**src/rtl/rxterm_pkg.sv**
```systemverilog
package rxterm_pkg;

    typedef enum logic [1:0] {
        GS_IDLE  = 2'b00,
        GS_POLL  = 2'b01,
        GS_FOUND = 2'b10,
        GS_RESET = 2'b11
    } grp_status_e;

    localparam logic [1:0] MODE_BYPASS = 2'b00;

    function automatic int unsigned us_to_cycles(input int unsigned clk_hz,
                                                 input int unsigned us);
        return ((clk_hz / 1000) * us) / 1000;
    endfunction

endpackage

```
**src/rtl/rxterm_restart_gen.sv**
```systemverilog
module rxterm_restart_gen #(
    parameter int unsigned SEL_W = 2
) (
    input  logic             clk,
    input  logic             rst_n,
    input  logic [SEL_W-1:0] mux_sel,
    input  logic             det_trig_wr,
    output logic             restart
);

    typedef struct packed {
        logic [SEL_W-1:0] sel;
        logic             boot;
    } rg_regs_t;

    rg_regs_t r_d, r_q;

    always_comb begin
        r_d      = r_q;
        r_d.sel  = mux_sel;
        r_d.boot = 1'b0;
        restart  = r_q.boot || det_trig_wr || (mux_sel != r_q.sel);
    end

    always_ff @(posedge clk) begin
        if (!rst_n) begin
            r_q.sel  <= '0;
            r_q.boot <= 1'b1;
        end else begin
            r_q <= r_d;
        end
    end

endmodule

```
**src/rtl/rxterm_pd_hold.sv**
```systemverilog
module rxterm_pd_hold #(
    parameter int unsigned MIN_CYC = 20
) (
    input  logic clk,
    input  logic rst_n,
    input  logic pd,
    output logic long_release
);

    localparam int unsigned HW = $clog2(MIN_CYC + 1);
    localparam logic [HW-1:0] SAT = HW'(MIN_CYC);

    typedef struct packed {
        logic [HW-1:0] cnt;
    } ph_regs_t;

    ph_regs_t r_d, r_q;

    always_comb begin
        r_d = r_q;
        if (pd) begin
            if (r_q.cnt != SAT) begin
                r_d.cnt = r_q.cnt + 1'b1;
            end
        end else begin
            r_d.cnt = '0;
        end
        long_release = !pd && (r_q.cnt == SAT);
    end

    always_ff @(posedge clk) begin
        if (!rst_n) begin
            r_q.cnt <= '0;
        end else begin
            r_q <= r_d;
        end
    end

endmodule

```
**src/rtl/rxterm_group_ctrl.sv**
```systemverilog
module rxterm_group_ctrl
    import rxterm_pkg::*;
#(
    parameter int unsigned POLL_CYC = 15
) (
    input  logic        clk,
    input  logic        rst_n,
    input  logic        pd,
    input  logic        bypass,
    input  logic        restart,
    input  logic        det_in,
    output logic        imp_50r,
    output logic        strobe,
    output grp_status_e status
);

    localparam int unsigned TW = (POLL_CYC > 1) ? $clog2(POLL_CYC) : 1;
    localparam logic [TW-1:0] LAST = TW'(POLL_CYC - 1);

    typedef struct packed {
        logic          found;
        logic [TW-1:0] timer;
        logic          poll;
        logic          sense;
    } gc_regs_t;

    gc_regs_t r_d, r_q;

    always_comb begin
        r_d       = r_q;
        r_d.poll  = 1'b0;
        r_d.sense = 1'b0;
        if (restart || bypass) begin
            r_d.found = 1'b0;
            r_d.timer = LAST;
        end else if (!pd && !r_q.found) begin
            r_d.timer = (r_q.timer == LAST) ? '0 : r_q.timer + 1'b1;
            r_d.poll  = (r_q.timer == LAST);
            r_d.sense = r_q.poll;
            if (r_q.sense && det_in) begin
                r_d.found = 1'b1;
            end
        end
    end

    always_comb begin
        strobe = r_q.poll && !pd && !bypass;
        if (pd) begin
            imp_50r = 1'b0;
            status  = GS_RESET;
        end else if (bypass) begin
            imp_50r = 1'b1;
            status  = GS_IDLE;
        end else if (r_q.found) begin
            imp_50r = 1'b1;
            status  = GS_FOUND;
        end else begin
            imp_50r = 1'b0;
            status  = GS_POLL;
        end
    end

    always_ff @(posedge clk) begin
        if (!rst_n) begin
            r_q.found <= 1'b0;
            r_q.timer <= LAST;
            r_q.poll  <= 1'b0;
            r_q.sense <= 1'b0;
        end else begin
            r_q <= r_d;
        end
    end

endmodule

```
**src/rtl/rxterm_detect_ctrl.sv**
```systemverilog
module rxterm_detect_ctrl
    import rxterm_pkg::*;
#(
    parameter int unsigned CLK_HZ     = 100_000_000,
    parameter int unsigned POLL_US    = 150,
    parameter int unsigned PD_MIN_US  = 200,
    parameter int unsigned NUM_GROUPS = 2,
    parameter int unsigned SEL_W      = 2
) (
    input  logic                    clk,
    input  logic                    rst_n,
    input  logic [NUM_GROUPS-1:0]   pwr_dn,
    input  logic [1:0]              mode_lvl,
    input  logic [SEL_W-1:0]        mux_sel,
    input  logic                    det_trig_wr,
    input  logic [NUM_GROUPS-1:0]   term_seen,
    output logic [NUM_GROUPS-1:0]   term_50r,
    output logic [NUM_GROUPS-1:0]   poll_strobe,
    output logic [NUM_GROUPS-1:0]   term_found,
    output logic [2*NUM_GROUPS-1:0] grp_status
);

    localparam int unsigned POLL_CYC   = us_to_cycles(CLK_HZ, POLL_US);
    localparam int unsigned PD_MIN_CYC = us_to_cycles(CLK_HZ, PD_MIN_US);

    initial begin
        if (POLL_CYC < 3 || PD_MIN_CYC < 1) begin
            $error("clock too slow for the poll or power-down intervals");
        end
    end

    logic                  restart_all;
    logic                  bypass;
    logic [NUM_GROUPS-1:0] long_rel;
    grp_status_e           st [NUM_GROUPS];

    assign bypass = (mode_lvl == MODE_BYPASS) && (pwr_dn == '0);

    rxterm_restart_gen #(
        .SEL_W(SEL_W)
    ) u_restart (
        .clk        (clk),
        .rst_n      (rst_n),
        .mux_sel    (mux_sel),
        .det_trig_wr(det_trig_wr),
        .restart    (restart_all)
    );

    for (genvar g = 0; g < NUM_GROUPS; g++) begin : g_grp
        rxterm_pd_hold #(
            .MIN_CYC(PD_MIN_CYC)
        ) u_hold (
            .clk         (clk),
            .rst_n       (rst_n),
            .pd          (pwr_dn[g]),
            .long_release(long_rel[g])
        );

        rxterm_group_ctrl #(
            .POLL_CYC(POLL_CYC)
        ) u_ctrl (
            .clk    (clk),
            .rst_n  (rst_n),
            .pd     (pwr_dn[g]),
            .bypass (bypass),
            .restart(restart_all || long_rel[g]),
            .det_in (term_seen[g]),
            .imp_50r(term_50r[g]),
            .strobe (poll_strobe[g]),
            .status (st[g])
        );

        assign term_found[g]       = (st[g] == GS_FOUND);
        assign grp_status[2*g +: 2] = st[g];
    end

endmodule

```
**config.mk**
```make
export PLATFORM = sky130hd
export DESIGN_NAME = rxterm_detect_ctrl
export DESIGN_NICKNAME = d
export VERILOG_FILES = /design/src/rtl/rxterm_pkg.sv /design/src/rtl/rxterm_restart_gen.sv /design/src/rtl/rxterm_pd_hold.sv /design/src/rtl/rxterm_group_ctrl.sv /design/src/rtl/rxterm_detect_ctrl.sv
export SDC_FILE = /design/constraint.sdc
export NUM_CORES = 1
export LEC_CHECK = 0
export BUFFER_PORTS_ARGS = -buffer_cell sky130_fd_sc_hd__buf_2
export CORE_ASPECT_RATIO = 0.7
export CORE_MARGIN = 2
export CORE_UTILIZATION = 64
export DETAILED_ROUTE_END_ITERATION = 8
export GPL_ROUTABILITY_DRIVEN = 0
export HOLD_SLACK_MARGIN = 0.03
export PLACE_DENSITY = 0.84
export SYNTH_ARGS = -nofsm -noshare
export SYNTH_HDL_FRONTEND = slang
export SYNTH_SLANG_ARGS = --single-unit
```
**constraint.sdc**
```tcl
create_clock -name clk -period 3.93 [get_ports clk]
set_clock_uncertainty 0.05 [all_clocks]
set_input_delay 0.393 -clock clk [delete_from_list [all_inputs] [get_ports clk]]
set_output_delay 0.393 -clock clk [all_outputs]
set_load 0.05 [all_outputs]
```
; After elaboration in Yosys (flattened, before gate mapping)
; Cells that the tools add are included.
[classes]
n_eq_ne = 9
addsub = 4
bitwise_logic = 3
reduce_logical = 32
mux = 15
[ops]
columns = operator, n
row1 = "15-bit by 1-bit adder with 15-bit output, second input constant", 2
row2 = "15-bit == test, second input constant", 2
row3 = "15-bit != test, second input constant", 2
row4 = "14-bit by 1-bit adder with 14-bit output, second input constant", 2
row5 = "14-bit == test, second input constant", 2
row6 = 14-bit two-way mux, 2
row7 = 2-bit two-way mux, 6
row8 = 1-bit logical AND, 11
row9 = 2-bit AND reduction, 4
row10 = 1-bit two-way mux, 7
row11 = 1-bit logical OR, 6
row12 = 3-bit OR reduction, 2
row13 = 1-bit zero test, 5
row14 = "2-bit == test, second input constant", 2
row15 = 2-bit zero test, 2
row16 = 2-bit OR reduction, 2
row17 = 1-bit inverter, 3
row18 = 2-bit != test, 1
[word_totals]
wordCells = 75
output_inout_bits = 10
regBits = 67

; Logic depth before layout (Yosys ltp)
[depth]
depth_word = 5
ltp_mapped = 8
depth_no_buf = 7

; Cells and area by module
; A second synthesis with hierarchy kept.
[hier_totals]
hier_cells = 384
area_unflattened_um2 = 3358.2
[by_module_without_submodules]
columns = module, cells_each, area_each_um2, seq_area_each_um2, n_inst
row1 = rxterm_group_ctrl, 98, 845.8, 340.3, 2
row2 = rxterm_pd_hold, 87, 763.2, 300.3, 2
row3 = rxterm_restart_gen, 9, 102.6, 60.1, 1
row4 = rxterm_detect_ctrl, 5, 37.5, 0.0, 1

; Worst setup path before layout
; Ideal clock, no wire load.
[synth_timing]
path_type = flip-flop to flip-flop
from = register g_grp[0].u_hold.r_q[6] in the netlist's numbering
to = register g_grp[0].u_ctrl.r_q[1] in the netlist's numbering
stages_incl_launch_ff = 7
arrival_ns = 1.915
t_required_ns = 3.767
setup_slack_ns = 1.852
cell_sequence = dfxtp_1 -> or4b_1 -> or4_1 -> clkbuf_2 -> o21a_4 -> buf_6 -> and2_4
[synth_between]
elab_chain_cells = 5
[synth_rtl]
columns = element, line_no
row1 = from (decl), rxterm_pd_hold.sv:17  ; ph_regs_t r_d, r_q;
row2 = from (signal assigned), rxterm_pd_hold.sv:35  ; r_q <= r_d;
row3 = 15-bit == test, rxterm_pd_hold.sv:28  ; long_release = !pd && (r_q.cnt == SAT);
row4 = 1-bit logical AND, rxterm_pd_hold.sv:28
row5 = 1-bit logical OR, rxterm_detect_ctrl.sv:66  ; .restart(restart_all || long_rel[g]),
row6 = 1-bit logical OR, rxterm_group_ctrl.sv:33  ; if (restart || bypass) begin
row7 = 3-bit OR reduction (no line), -
row8 = to (signal assigned), rxterm_group_ctrl.sv:70  ; r_q <= r_d;
row9 = to (decl), rxterm_group_ctrl.sv:27  ; gc_regs_t r_d, r_q;
; Every way passes these cells.
; A chain may end at the register's enable or synchronous reset.

; Worst setup path after layout
[layout_timing]
from = register g_grp[1].u_ctrl.r_q[2] in the netlist's numbering
to = register g_grp[1].u_ctrl.r_q[10] in the netlist's numbering
[layout_between]
elab_chain_cells = 2
elab_cells_between_ends = 3
[layout_rtl]
columns = element, line_no
row1 = from (decl), rxterm_group_ctrl.sv:27
row2 = from (signal assigned), rxterm_group_ctrl.sv:70
row3 = 14-bit by 1-bit adder with 14-bit output / 14-bit == test (equally long branches), rxterm_group_ctrl.sv:37  ; r_d.timer = (r_q.timer == LAST) ? '0 : r_q.timer + 1'b1;
row4 = 14-bit two-way mux *, rxterm_group_ctrl.sv:37
; Every way passes the cells marked *; elsewhere a longest branch is shown, timed or not.

==> results_dict.tcl <==
set metrics [dict create \
    cts_hold_buf 0 \
    drt-vias-per-instance 5.78 \
    diodes 0 \
    worstMarginPinSlew_ns 1.08 \
    clock-sinks 67 \
    clk_latency_ns 0.34 \
    relSlewSlack_pct 27.2 \
    setup.worst_path.start_class "register" \
    cts_resized 0 \
    htree_levels 3 \
    setup.worst_path.class "register to register" \
    holdCritPathClass "input pin to register" \
    die_h_um 61.9 \
    power_frac_seq_pct 49.2 \
    synth-edff-count 0 \
    start_util_pct 65.1 \
    core-area_um2 4700 \
    dp_slack_ns 1.56 \
    cts_tree "built" \
    synth_top_area_share_pct 43.8 \
    dieArea_um2 5360 \
    cts_root_buf "clkbuf_8" \
    wirelength_um 6130 \
    clockPowerShare_pct 45.7 \
    io_pins 21 \
    ys_warn_count 0 \
    pwr-share-comb_pct 5.1 \
    postSynthRegisterBits 67 \
    slew_viol_final 0 \
    grt_antenna_before_repair 0 \
    p_per_area_nw_per_um2 415 \
    path_clk_slew_ns 0.07 \
    grt_pass1_vias 2238 \
    drive_gt1_share_pct 11.4 \
    rsz0062_at_grt "false" \
    yosysSeqAreaShare_pct 43.8 \
    grt_pass1_wl_um 9980 \
    yosysUniqueCellTypes 44 \
    final_cells 435 \
    crit_path_end_kind "register" \
    maxCapViolCount 0 \
    drtIter0Drc 149 \
    syn-cell-area_um2 3060 \
    layout.cells.most_common "dfxtp_1" \
    fmax_ghz 0.433 \
    worstPathMaxFanout 8 \
    wire_per_inst_um 14.1 \
    p_sw_share_pct 23.0 \
    io_buffer_count 20 \
    cp.arrival_ns 2.49 \
    p_leak_nw 1.30 \
    dr_total_vias 2514 \
    yosys-top-cells-area "dfxtp_1 44%, xor2_1 9.2%, nor2_1 6.3%" \
    die_x_um 86.7 \
    nFillCells 376 \
    overflow 0 \
    firstDrtPassIters 4 \
    rows 21 \
    drc 0 \
    track_usage_pct 24.2 \
    dp_cells 419 \
    dp_hpwl_um 4210 \
    worst_slack_ns 1.62 \
    cts_buffers 9 \
    async_reset_ff_share_pct 0 \
    clock_path_buffers 2 \
    nets 390 \
    area_growth_pct 10.6 \
    tns_ns 0 \
    finalHoldViolCount 0 \
    synth_fp_nets 372 \
    status "completed" \
    p_sw_uw 324 \
    period_minus_slack_ns 2.31 \
    final_cell_mix "67 x dfxtp_1, 51 x nor2_1, 32 x nand2_1, 32 x xor2_1, 29 x nand3_1" \
    synth_cells 355 \
    yosys.area.top_type "dfxtp_1" \
    setup_viol 0 \
    cts_setup_buffers 0 \
    peakVddDrop_mv 0.270 \
    post-route-period-util_pct 58.8 \
    grt_max_degree 16 \
    p_int_mw 1.08 \
    ys.flop_type "dfxtp_1" \
    cp.required_ns 4.11 \
    syn_avg_cell_area_um2 8.63 \
    postRouteAntennaNets 0 \
]
worst max-delay path: stages (launching register included):
cell      delay, ns
dfxtp_1        0.40
ha_1           0.21
nor4bb_1       0.93
nand2_1        0.23
nor2_1         0.19
xnor2_1        0.14
nor2_1         0.05
Yosys cell counts (2+ instances only):
library cell / count
dfxtp_1: 67
xor2_1: 32
nor4bb_1: 2
nand2_1: 32
nor3_1: 6
inv_1: 12
a21oi_1: 6
a31oi_1: 2
o211ai_1: 7
ha_1: 6
buf_4: 4
nor2_1: 51
nand3_1: 29
nand4_1: 15
nand3b_1: 2
and4_1: 4
clkbuf_1: 6
or4_1: 3
or4bb_1: 3
nor4_1: 5
and3_1: 7
and2_1: 6
o21ai_0: 17
nor2b_1: 2
xnor2_1: 10
sequential cells by signal (all words and copies together), names as in the netlist:
register,flops
u_restart.r_q,3
g_grp.u_hold.r_q,30
g_grp.u_ctrl.r_q,34
path summary, 6_finish.rpt:
| kind | start | end | slack, ns | depth (start not counted) |
|---|---|---|---|---|
| max reg2reg | g_grp[1].u_ctrl.r_q[2] | g_grp[1].u_ctrl.r_q[10] | 1.62 | 6 |
| min reg2reg | g_grp[0].u_ctrl.r_q[1] | g_grp[0].u_ctrl.r_q[0] | 0.43 | 1 |
| max | g_grp[1].u_ctrl.r_q[2] | g_grp[1].u_ctrl.r_q[10] | 1.62 | 6 |
| min | rst_n | u_restart.r_q[0] | 0.23 | 2 |
stage by stage:
stage | hold WS, ns | total power [mW] | instance area (um2) | util, %
6_report | 0.233 | 1.41 | 3390 | 72.0
5_1_grt | 0.227 | 1.46 | 3390 | 72.0
4_1_cts | 0.214 | 1.42 | 3390 | 72.0
3_5_place_dp | 0.413 | 0.778 | 3160 | 67.2
3_3_place_gp | 0.409 | 0.776 | 3160 | 67.2
2_1_floorplan | 0.394 | 0.758 | 3060 | -
logic make-up (layout without fill, tap and decap cells):
kind of cell / Yosys count / in the layout / share of synthesized area [%]
DFF: 67 / 67 / 43.8
muxes: 2 / 2 / 0.694
xor gates and xnor gates: 42 / 42 / 12.0
buffers and inverters: 25 / 48 / 3.88
and+or+nand+nor: 179 / 179 / 30.6
AOI/OAI and AO/OA: 34 / 34 / 6.62
adders and majority gates: 6 / 6 / 2.45
area by class of cell:
| type | count | area [um2] | share of cell area [%] |
|---|---|---|---|
| clock inverters | 6 | 88.8 | 2.62 |
| repair buffers | 20 | 100 | 2.96 |
| well taps | 57 | 71.3 | 2.11 |
| flip-flops and latches | 67 | 1340 | 39.6 |
| clock buffers | 10 | 138 | 4.06 |
| inverters | 12 | 45.0 | 1.33 |
| multi-input cells | 263 | 1600 | 47.3 |
per-layer routing:
layer  up-vias  global-route usage (%)  part of all wire (%)
met4         0                    9.15                  0.67
met2        54                    38.0                    45
met1      1189                    32.7                    50
met5         -                       0                     0
li1       1267                       -                     -
met3         4                    6.47                   4.4
power by group through the flow:
stage,Clock (mW),Combinational [mW],Sequential [mW]
finish,0.644,0.0715,0.692
global route,0.684,0.0805,0.692
CTS,0.653,0.0713,0.691
detailed placement,0,0.0708,0.707
global placement,0,0.0691,0.707
floorplan,0,0.0530,0.706
Power figures use the tool's default switching activity.
